`config.mk`:
```
export PLATFORM = sky130hd
export DESIGN_NAME = tlp_gate_gen
export DESIGN_NICKNAME = d
export VERILOG_FILES = /design/src/rtl/tlp_pkg.sv /design/src/rtl/tlp_carrier.sv /design/src/rtl/tlp_deadtime.sv /design/src/rtl/tlp_leg.sv /design/src/rtl/tlp_gate_gen.sv
export SDC_FILE = /design/constraint.sdc
export NUM_CORES = 1
export LEC_CHECK = 0
export ABC_CLOCK_PERIOD_IN_PS = 4300
export CAP_MARGIN = 40
export CORE_UTILIZATION = 55
export CTS_BUF_LIST = sky130_fd_sc_hd__clkbuf_16
export DETAILED_ROUTE_END_ITERATION = 6
export DONT_BUFFER_PORTS = 1
export PLACE_DENSITY = 0.76
export SYNTH_ARGS = -nofsm -noshare
export SYNTH_HDL_FRONTEND = slang
export SYNTH_SLANG_ARGS = --single-unit
export TNS_END_PERCENT = 20
```
`constraint.sdc`:
```
create_clock -name clk -period 4.3 [get_ports clk]
set_clock_uncertainty 0.05 [all_clocks]
set_input_delay 0.43 -clock clk [delete_from_list [all_inputs] [get_ports clk]]
set_output_delay 0.43 -clock clk [all_outputs]
set_load 0.05 [all_outputs]
```
`src/rtl/tlp_pkg.sv`:
```
// Shared types for the three-level PWM gate generator.
// Assumes gate bit order switch1..switch4 = bit0..bit3.
package tlp_pkg;

    localparam int SW_PER_LEG = 4;

    typedef enum logic [1:0] {
        LVL_LOW  = 2'd0,
        LVL_MID  = 2'd1,
        LVL_HIGH = 2'd2
    } lvl_e;

    // Map a leg level to its four switch requests (bit0 = switch 1).
    function automatic logic [SW_PER_LEG-1:0] lvl_to_sw(input lvl_e lvl);
        case (lvl)
            LVL_HIGH: lvl_to_sw = 4'b0011;
            LVL_MID:  lvl_to_sw = 4'b0110;
            default:  lvl_to_sw = 4'b1100;
        endcase
    endfunction

endpackage

```
`src/rtl/tlp_carrier.sv`:
```
// Symmetric triangular carrier: counts 0 -> top -> 0.
// The top value is reloaded only when the count is 0. peak_o marks
// both extremes. A top value of 0 holds the carrier at 0.
module tlp_carrier #(
    parameter int CW = 10
) (
    input  logic          clk,
    input  logic          rst_n,
    input  logic [CW-1:0] period_i,
    output logic [CW-1:0] cnt_o,
    output logic          peak_o
);
    localparam logic [CW-1:0] ONE  = CW'(1);
    localparam logic [CW-1:0] ZERO = '0;

    logic [CW-1:0] cnt_q;
    logic [CW-1:0] per_q;
    logic          up_q;
    logic          at_bot;
    logic          at_top;
    logic [CW-1:0] per_use;

    // Extreme detection and effective top value for this cycle.
    always_comb begin
        at_bot  = (cnt_q == ZERO);
        at_top  = up_q && (cnt_q >= per_q);
        per_use = at_bot ? period_i : per_q;
    end

    // Up/down count with direction reversal at the extremes.
    always_ff @(posedge clk) begin
        if (!rst_n) begin
            cnt_q <= ZERO;
            per_q <= ZERO;
            up_q  <= 1'b0;
        end else begin
            if (at_bot) per_q <= period_i;
            if (up_q) begin
                if (cnt_q < per_use) begin
                    cnt_q <= cnt_q + ONE;
                end else begin
                    up_q <= 1'b0;
                    if (cnt_q != ZERO) cnt_q <= cnt_q - ONE;
                end
            end else begin
                if (cnt_q != ZERO) begin
                    cnt_q <= cnt_q - ONE;
                end else begin
                    up_q <= 1'b1;
                    if (per_use != ZERO) cnt_q <= ONE;
                end
            end
        end
    end

    assign cnt_o  = cnt_q;
    assign peak_o = at_bot || at_top;

    // the carrier never exceeds the active top value.
    p_cnt_bound_r1: assert property (@(posedge clk) disable iff (!rst_n)
        cnt_q <= per_q);

    // away from the extremes the carrier moves by exactly one.
    p_unit_step_r1: assert property (@(posedge clk) disable iff (!rst_n)
        (!at_bot && !at_top) |=>
        ((cnt_q == $past(cnt_q) + ONE) || (cnt_q == $past(cnt_q) - ONE)));

endmodule

```
`src/rtl/tlp_deadtime.sv`:
```
// Turn-on delay cell: the output rises dead_i+1 clocks after the
// request rises, and falls one clock after the request falls.
// Assumes dead_i is stable while a delay is counting.
module tlp_deadtime #(
    parameter int TW = 6
) (
    input  logic          clk,
    input  logic          rst_n,
    input  logic [TW-1:0] dead_i,
    input  logic          req_i,
    output logic          out_o
);
    localparam logic [TW-1:0] ONE = TW'(1);

    logic [TW-1:0] wait_q;

    // Count the request's on-time, then release the gate.
    always_ff @(posedge clk) begin
        if (!rst_n) begin
            wait_q <= '0;
            out_o  <= 1'b0;
        end else if (!req_i) begin
            wait_q <= '0;
            out_o  <= 1'b0;
        end else if (wait_q >= dead_i) begin
            out_o  <= 1'b1;
        end else begin
            wait_q <= wait_q + ONE;
        end
    end

    // a gate only turns on while it is requested.
    p_on_needs_req_r7: assert property (@(posedge clk) disable iff (!rst_n)
        $rose(out_o) |-> $past(req_i));

    // a dropped request clears the gate on the next clock.
    p_fast_off_r7: assert property (@(posedge clk) disable iff (!rst_n)
        !req_i |=> !out_o);

endmodule

```
`src/rtl/tlp_leg.sv`:
```
// One inverter leg: captures its duty pair at carrier extremes, compares
// both words with the shared carrier, decodes the level and drives four
// dead-time cells. An upper-only win is forced to the mid level.
module tlp_leg
    import tlp_pkg::*;
#(
    parameter int DW = 10,
    parameter int TW = 6
) (
    input  logic                  clk,
    input  logic                  rst_n,
    input  logic [DW-1:0]         cnt_i,
    input  logic                  peak_i,
    input  logic [TW-1:0]         dead_i,
    input  logic [DW-1:0]         duty_up_i,
    input  logic [DW-1:0]         duty_lo_i,
    output logic [SW_PER_LEG-1:0] gate_o
);
    logic [DW-1:0]         dup_q;
    logic [DW-1:0]         dlo_q;
    logic                  hi_win;
    logic                  lo_win;
    lvl_e                  lvl;
    logic [SW_PER_LEG-1:0] sw_req;

    // Duty double buffer: take new words only at a carrier extreme.
    always_ff @(posedge clk) begin
        if (!rst_n) begin
            dup_q <= '0;
            dlo_q <= '0;
        end else if (peak_i) begin
            dup_q <= duty_up_i;
            dlo_q <= duty_lo_i;
        end
    end

    // Compare both words with the single carrier and pick a level.
    always_comb begin
        hi_win = (dup_q > cnt_i);
        lo_win = (dlo_q > cnt_i);
        if (hi_win && lo_win)      lvl = LVL_HIGH;
        else if (hi_win || lo_win) lvl = LVL_MID;
        else                       lvl = LVL_LOW;
        sw_req = lvl_to_sw(lvl);
    end

    // One turn-on delay cell per switch.
    for (genvar s = 0; s < SW_PER_LEG; s++) begin : g_dt
        tlp_deadtime #(.TW(TW)) dt_i (
            .clk    (clk),
            .rst_n  (rst_n),
            .dead_i (dead_i),
            .req_i  (sw_req[s]),
            .out_o  (gate_o[s])
        );
    end

    // captured duties hold between carrier extremes.
    p_duty_hold_r3: assert property (@(posedge clk) disable iff (!rst_n)
        !peak_i |=> ($stable(dup_q) && $stable(dlo_q)));

    // never more than two switches of the leg closed.
    p_two_max_r6: assert property (@(posedge clk) disable iff (!rst_n)
        $countones(gate_o) <= 2);

    // complementary pairs never overlap.
    p_pair13_r6: assert property (@(posedge clk) disable iff (!rst_n)
        !(gate_o[0] && gate_o[2]));
    p_pair24_r6: assert property (@(posedge clk) disable iff (!rst_n)
        !(gate_o[1] && gate_o[3]));

    // outer switches never on together.
    p_outer_excl_r5: assert property (@(posedge clk) disable iff (!rst_n)
        !(gate_o[0] && gate_o[3]));

endmodule

```
`src/rtl/tlp_gate_gen.sv`:
```
// Top: one shared triangular carrier feeding LEGS leg slices.
// Assumes duty words use the carrier scale (a word above the top value
// always wins its comparison).
module tlp_gate_gen #(
    parameter int LEGS = 3,
    parameter int DW   = 10,
    parameter int TW   = 6
) (
    input  logic                       clk,
    input  logic                       rst_n,
    input  logic [DW-1:0]              period_i,
    input  logic [TW-1:0]              dead_i,
    input  logic [LEGS-1:0][DW-1:0]    duty_up_i,
    input  logic [LEGS-1:0][DW-1:0]    duty_lo_i,
    output logic [LEGS-1:0][3:0]       gate_o,
    output logic                       peak_o
);
    logic [DW-1:0] cnt;
    logic          peak;

    tlp_carrier #(.CW(DW)) carrier_i (
        .clk      (clk),
        .rst_n    (rst_n),
        .period_i (period_i),
        .cnt_o    (cnt),
        .peak_o   (peak)
    );

    for (genvar k = 0; k < LEGS; k++) begin : g_leg
        tlp_leg #(.DW(DW), .TW(TW)) leg_i (
            .clk       (clk),
            .rst_n     (rst_n),
            .cnt_i     (cnt),
            .peak_i    (peak),
            .dead_i    (dead_i),
            .duty_up_i (duty_up_i[k]),
            .duty_lo_i (duty_lo_i[k]),
            .gate_o    (gate_o[k])
        );
    end

    assign peak_o = peak;

endmodule

```
==> impl_metrics.py <==
metrics = {
    "worst_setup_path": {
        "worstSetupPathType": "flip-flop to flip-flop",
        "required_ns": 4.62,
        "crit_slowest_cell": "nor2b_1",
        "cp_max_fo": 11,
        "r2r_slack_ns": 0.34,
        "critPathMaxStageDelay_ns": 0.52,
        "critical_path.top_delay_family": "simple AND/OR/NAND/NOR gates",
        "startpoint_type": "flip-flop",
        "r2r-start": "carrier_i.cnt_o[1]",
        "arrival_ns": 4.28,
        "ff2ff_path_depth": 14,
        "path_cells": "inv_1 -> ha_1 -> or4b_1 -> nor3_4 -> buf_12 -> mux2i_1 -> ha_1 -> o21ai_0 -> o2111ai_1 -> a211oi_1 -> a21oi_2 -> nor2b_1 -> a32oi_1 -> a21oi_1",
        "reg2reg_to": "carrier_i.cnt_o[9]",
        "crit_top_cell": "ha_1",
        "crit_buf_inv": 2,
        "end_kind": "flip-flop",
    },
    "clock_tree": {
        "path_clk_slew_ns": 0.07,
        "cts_buffers": 17,
        "cts_htree_levels": 4,
        "hold_buffers": 0,
        "cts_setup_buffers": 0,
        "cts_max_path_buffers": 2,
        "cts_tree": "built",
        "cts.sinks": 165,
        "insertion_delay_ns": 0.43,
        "root_buffer": "clkbuf_16",
        "cts_resized": 0,
    },
    "yosys": {
        "async_flop_share": 0,
        "synth.distinct_cells": 55,
        "syn-instance-count": 1132,
        "ys_seq_area_frac": 0.3233,
        "ys_warn_count": 0,
        "synth_edf_count": 0,
        "syn-num-nets": 1376,
        "ys_ff_latch": 165,
        "syn_avg_cell_area_um2": 9.025,
        "syn_area_um2": 10220,
        "dominantRegCellSynth": "dfxtp_1",
    },
    "global_routing": {
        "grt_pass1_vias": 7953,
        "grt_start_max_net_pins": 62,
        "grt_pass1_wl_mm": 37.72,
        "grt.overflow.total": 0,
        "grt_antenna_before_repair": 0,
        "grt.total_usage": 0.2416,
    },
    "power_and_ir_drop": {
        "swShare": 0.4127,
        "intPower_w": 0.004393,
        "netSwitchingPower_w": 0.003087,
        "power_density_nw_per_um2": 678.0,
        "p_seq_frac": 0.295,
        "ir_drop_uv": 497.9,
        "pwr-share-clk": 0.202,
        "leakage_nw": 4.684,
        "pwr-share-comb": 0.503,
    },
    "min_path": {
        "worstHoldPathCells": 1,
        "hold_class": "input port to flip-flop",
        "hold-path-endpoint": "g_leg[1].leg_i.dlo_q[7]",
        "min_from": "rst_n",
    },
    "outcome": {
        "status": "complete, but fails checks",
        "violations": "DRC",
    },
    "routing": {
        "viasPerCell": 5.838,
        "vias": 8004,
        "final_antenna_net_count": 0,
        "drt_wl_total_mm": 22.42,
        "initialDrtViolationCount": 452,
        "wl_met3_mm": 1.427,
        "wl_met2_mm": 10.36,
        "highest_layer": "met4",
        "drt-met1-wl_mm": 10.18,
        "drc_errors": 4,
        "drt_pass1_iterations": 7,
        "wl_per_cell_um": 16.35,
    },
    "job": {
        "cap_violations": 0,
    },
    "timing": {
        "tns_ns": 0,
        "tightest_slew_ns": 0.7815,
        "final-setup-viol-count": 0,
        "fin_crit_sh": 0.9212,
        "fin_crit_ns": 3.961,
        "finalHoldViolCount": 0,
        "holdWs_ns": 0.07623,
        "drv_slew": 0,
        "max_clock_freq_ghz": 0.2525,
        "max_slew_margin": 0.4758,
        "rsz0062_at_grt": "no",
    },
    "floorplan": {
        "dieArea_um2": 19120,
        "core-area_um2": 18090,
        "num_io_pins": 91,
        "die_h_um": 138.3,
        "initial_utilization": 0.5649,
        "rows": 49,
        "die_x_um": 138.3,
    },
    "placement": {
        "hpwlAfterDp_mm": 15.98,
        "port_buffers": 0,
        "place_congestion": 0.8571,
    },
    "finish": {
        "fill_cells": 1529,
        "layout_common_cells": "nor2_1 (166), ha_1 (166), dfxtp_1 (165)",
        "diodes": 0,
        "drive_gt1_frac": 0.04553,
        "synthToLayoutAreaGrowth_pct": 7.973,
        "fin_nets": 1373,
        "utilization": 0.6099,
    },
}
-- through the flow --
step / instance area [µm²] / instances / total power, W / worst slack (ns)
after floorplan: 10220 / 1132 / 0.005000 / 0.4847
after global placement: 10440 / 1338 / 0.005792 / 0.2335
after detailed placement: 10450 / 1339 / 0.005938 / 0.4615
after CTS: 11030 / 1371 / 0.007482 / 0.4253
after global routing: 11030 / 1371 / 0.008047 / 0.09240
final: 11030 / 1371 / 0.007479 / 0.3389
-- synth_stat cells (3+ instances only) --
master	count	area, µm²
nand4_1	18	112.6
ha_1	166	2077
a211oi_1	18	135.1
inv_1	49	183.9
mux2i_1	84	840.8
o211ai_1	18	135.1
or3_1	17	106.4
clkbuf_1	14	52.55
nor2_1	166	623.1
dfxtp_1	165	3303
nand3_1	27	135.1
a21o_1	32	240.2
o21ai_0	61	305.3
buf_2	10	50.05
nand2b_1	16	100.1
a311oi_1	3	26.28
nand2_1	33	123.9
o21bai_1	13	97.59
xnor2_1	12	105.1
o21ai_1	4	20.02
o21a_1	6	45.04
nor4_1	7	43.79
and2_1	13	81.33
xor2_1	37	324.1
a21oi_1	34	170.2
a211o_1	5	43.79
nor2b_1	44	275.3
buf_4	12	90.09
nor3_1	14	70.07
-- how the worst max path moves through the flow --
stage | end | from | slack (ns) | depth (start not counted)
2_1_floorplan | carrier_i.cnt_o[9] | carrier_i.cnt_o[1] | 0.48 | 15
3_3_place_gp | carrier_i.cnt_o[9] | carrier_i.cnt_o[1] | 0.23 | 14
3_5_place_dp | carrier_i.cnt_o[9] | carrier_i.cnt_o[1] | 0.46 | 14
4_1_cts | carrier_i.cnt_o[9] | carrier_i.cnt_o[1] | 0.43 | 13
5_1_grt | carrier_i.cnt_o[9] | carrier_i.cnt_o[1] | 0.09 | 14
6_report | carrier_i.cnt_o[9] | carrier_i.cnt_o[1] | 0.34 | 14
-- metal layers --
layer / GRT usage / up-vias
met1: 0.2875 / 3734
met3: 0.06893 / 41
met4: 0.08220 / 0
met5: 0 / -
met2: 0.4170 / 211
li1: - / 4018
-- flip-flops by register name, summed over array words and instances, names as in the netlist --
name	cells
g_leg.leg_i.dup_q	30
carrier_i.per_q	10
g_leg.leg_i.g_dt.dt_i.wait_q	72
g_leg.leg_i.g_dt.dt_i.out_o	12
carrier_i.cnt_o	10
g_leg.leg_i.dlo_q	30
carrier_i.up_q	1
-- worst reg2reg max path, delay by kind of cell, from the launching register on --
family	cells	cell delay, ns
fa+ha+maj	2	0.34
flops	1	0.37
compound gates	6	1.28
simple gates	3	1.32
buf+inv	2	0.29
mux	1	0.27
-- cell type report --
class | count | area, µm² | share of cell area
sequential | 165 | 3303 | 0.2995
multi-input combinational | 881 | 6536 | 0.5926
tap | 229 | 286.5 | 0.02598
clock buffer | 17 | 425.4 | 0.03857
clock inverter | 15 | 153.9 | 0.01395
timing repair buffer | 15 | 141.4 | 0.01282
inverter | 49 | 183.9 | 0.01667
-- power by group through the flow --
stage          Sequential [W]  Combinational (W)  Clock [W]
2_1_floorplan         0.00215            0.00286          0
3_3_place_gp          0.00222            0.00357          0
3_5_place_dp          0.00223            0.00371          0
4_1_cts               0.00220            0.00374    0.00154
5_1_grt               0.00225            0.00420    0.00160
6_report              0.00220            0.00376    0.00151
-- cells by family (layout without fill, tap and decap cells) --
family | after synthesis | after routing | share of synthesized area
adder cells (fa/ha/maj) | 166 | 166 | 0.2033
XOR/XNOR | 49 | 49 | 0.04201
AO/OA/AOI/OAI | 215 | 215 | 0.1366
buffers and inverters | 86 | 96 | 0.03797
flip-flops | 165 | 165 | 0.3233
multiplexers | 85 | 85 | 0.08377
AND/OR/NAND/NOR | 366 | 366 | 0.1731
No activity file was read; power rests on OpenSTA's default activity.
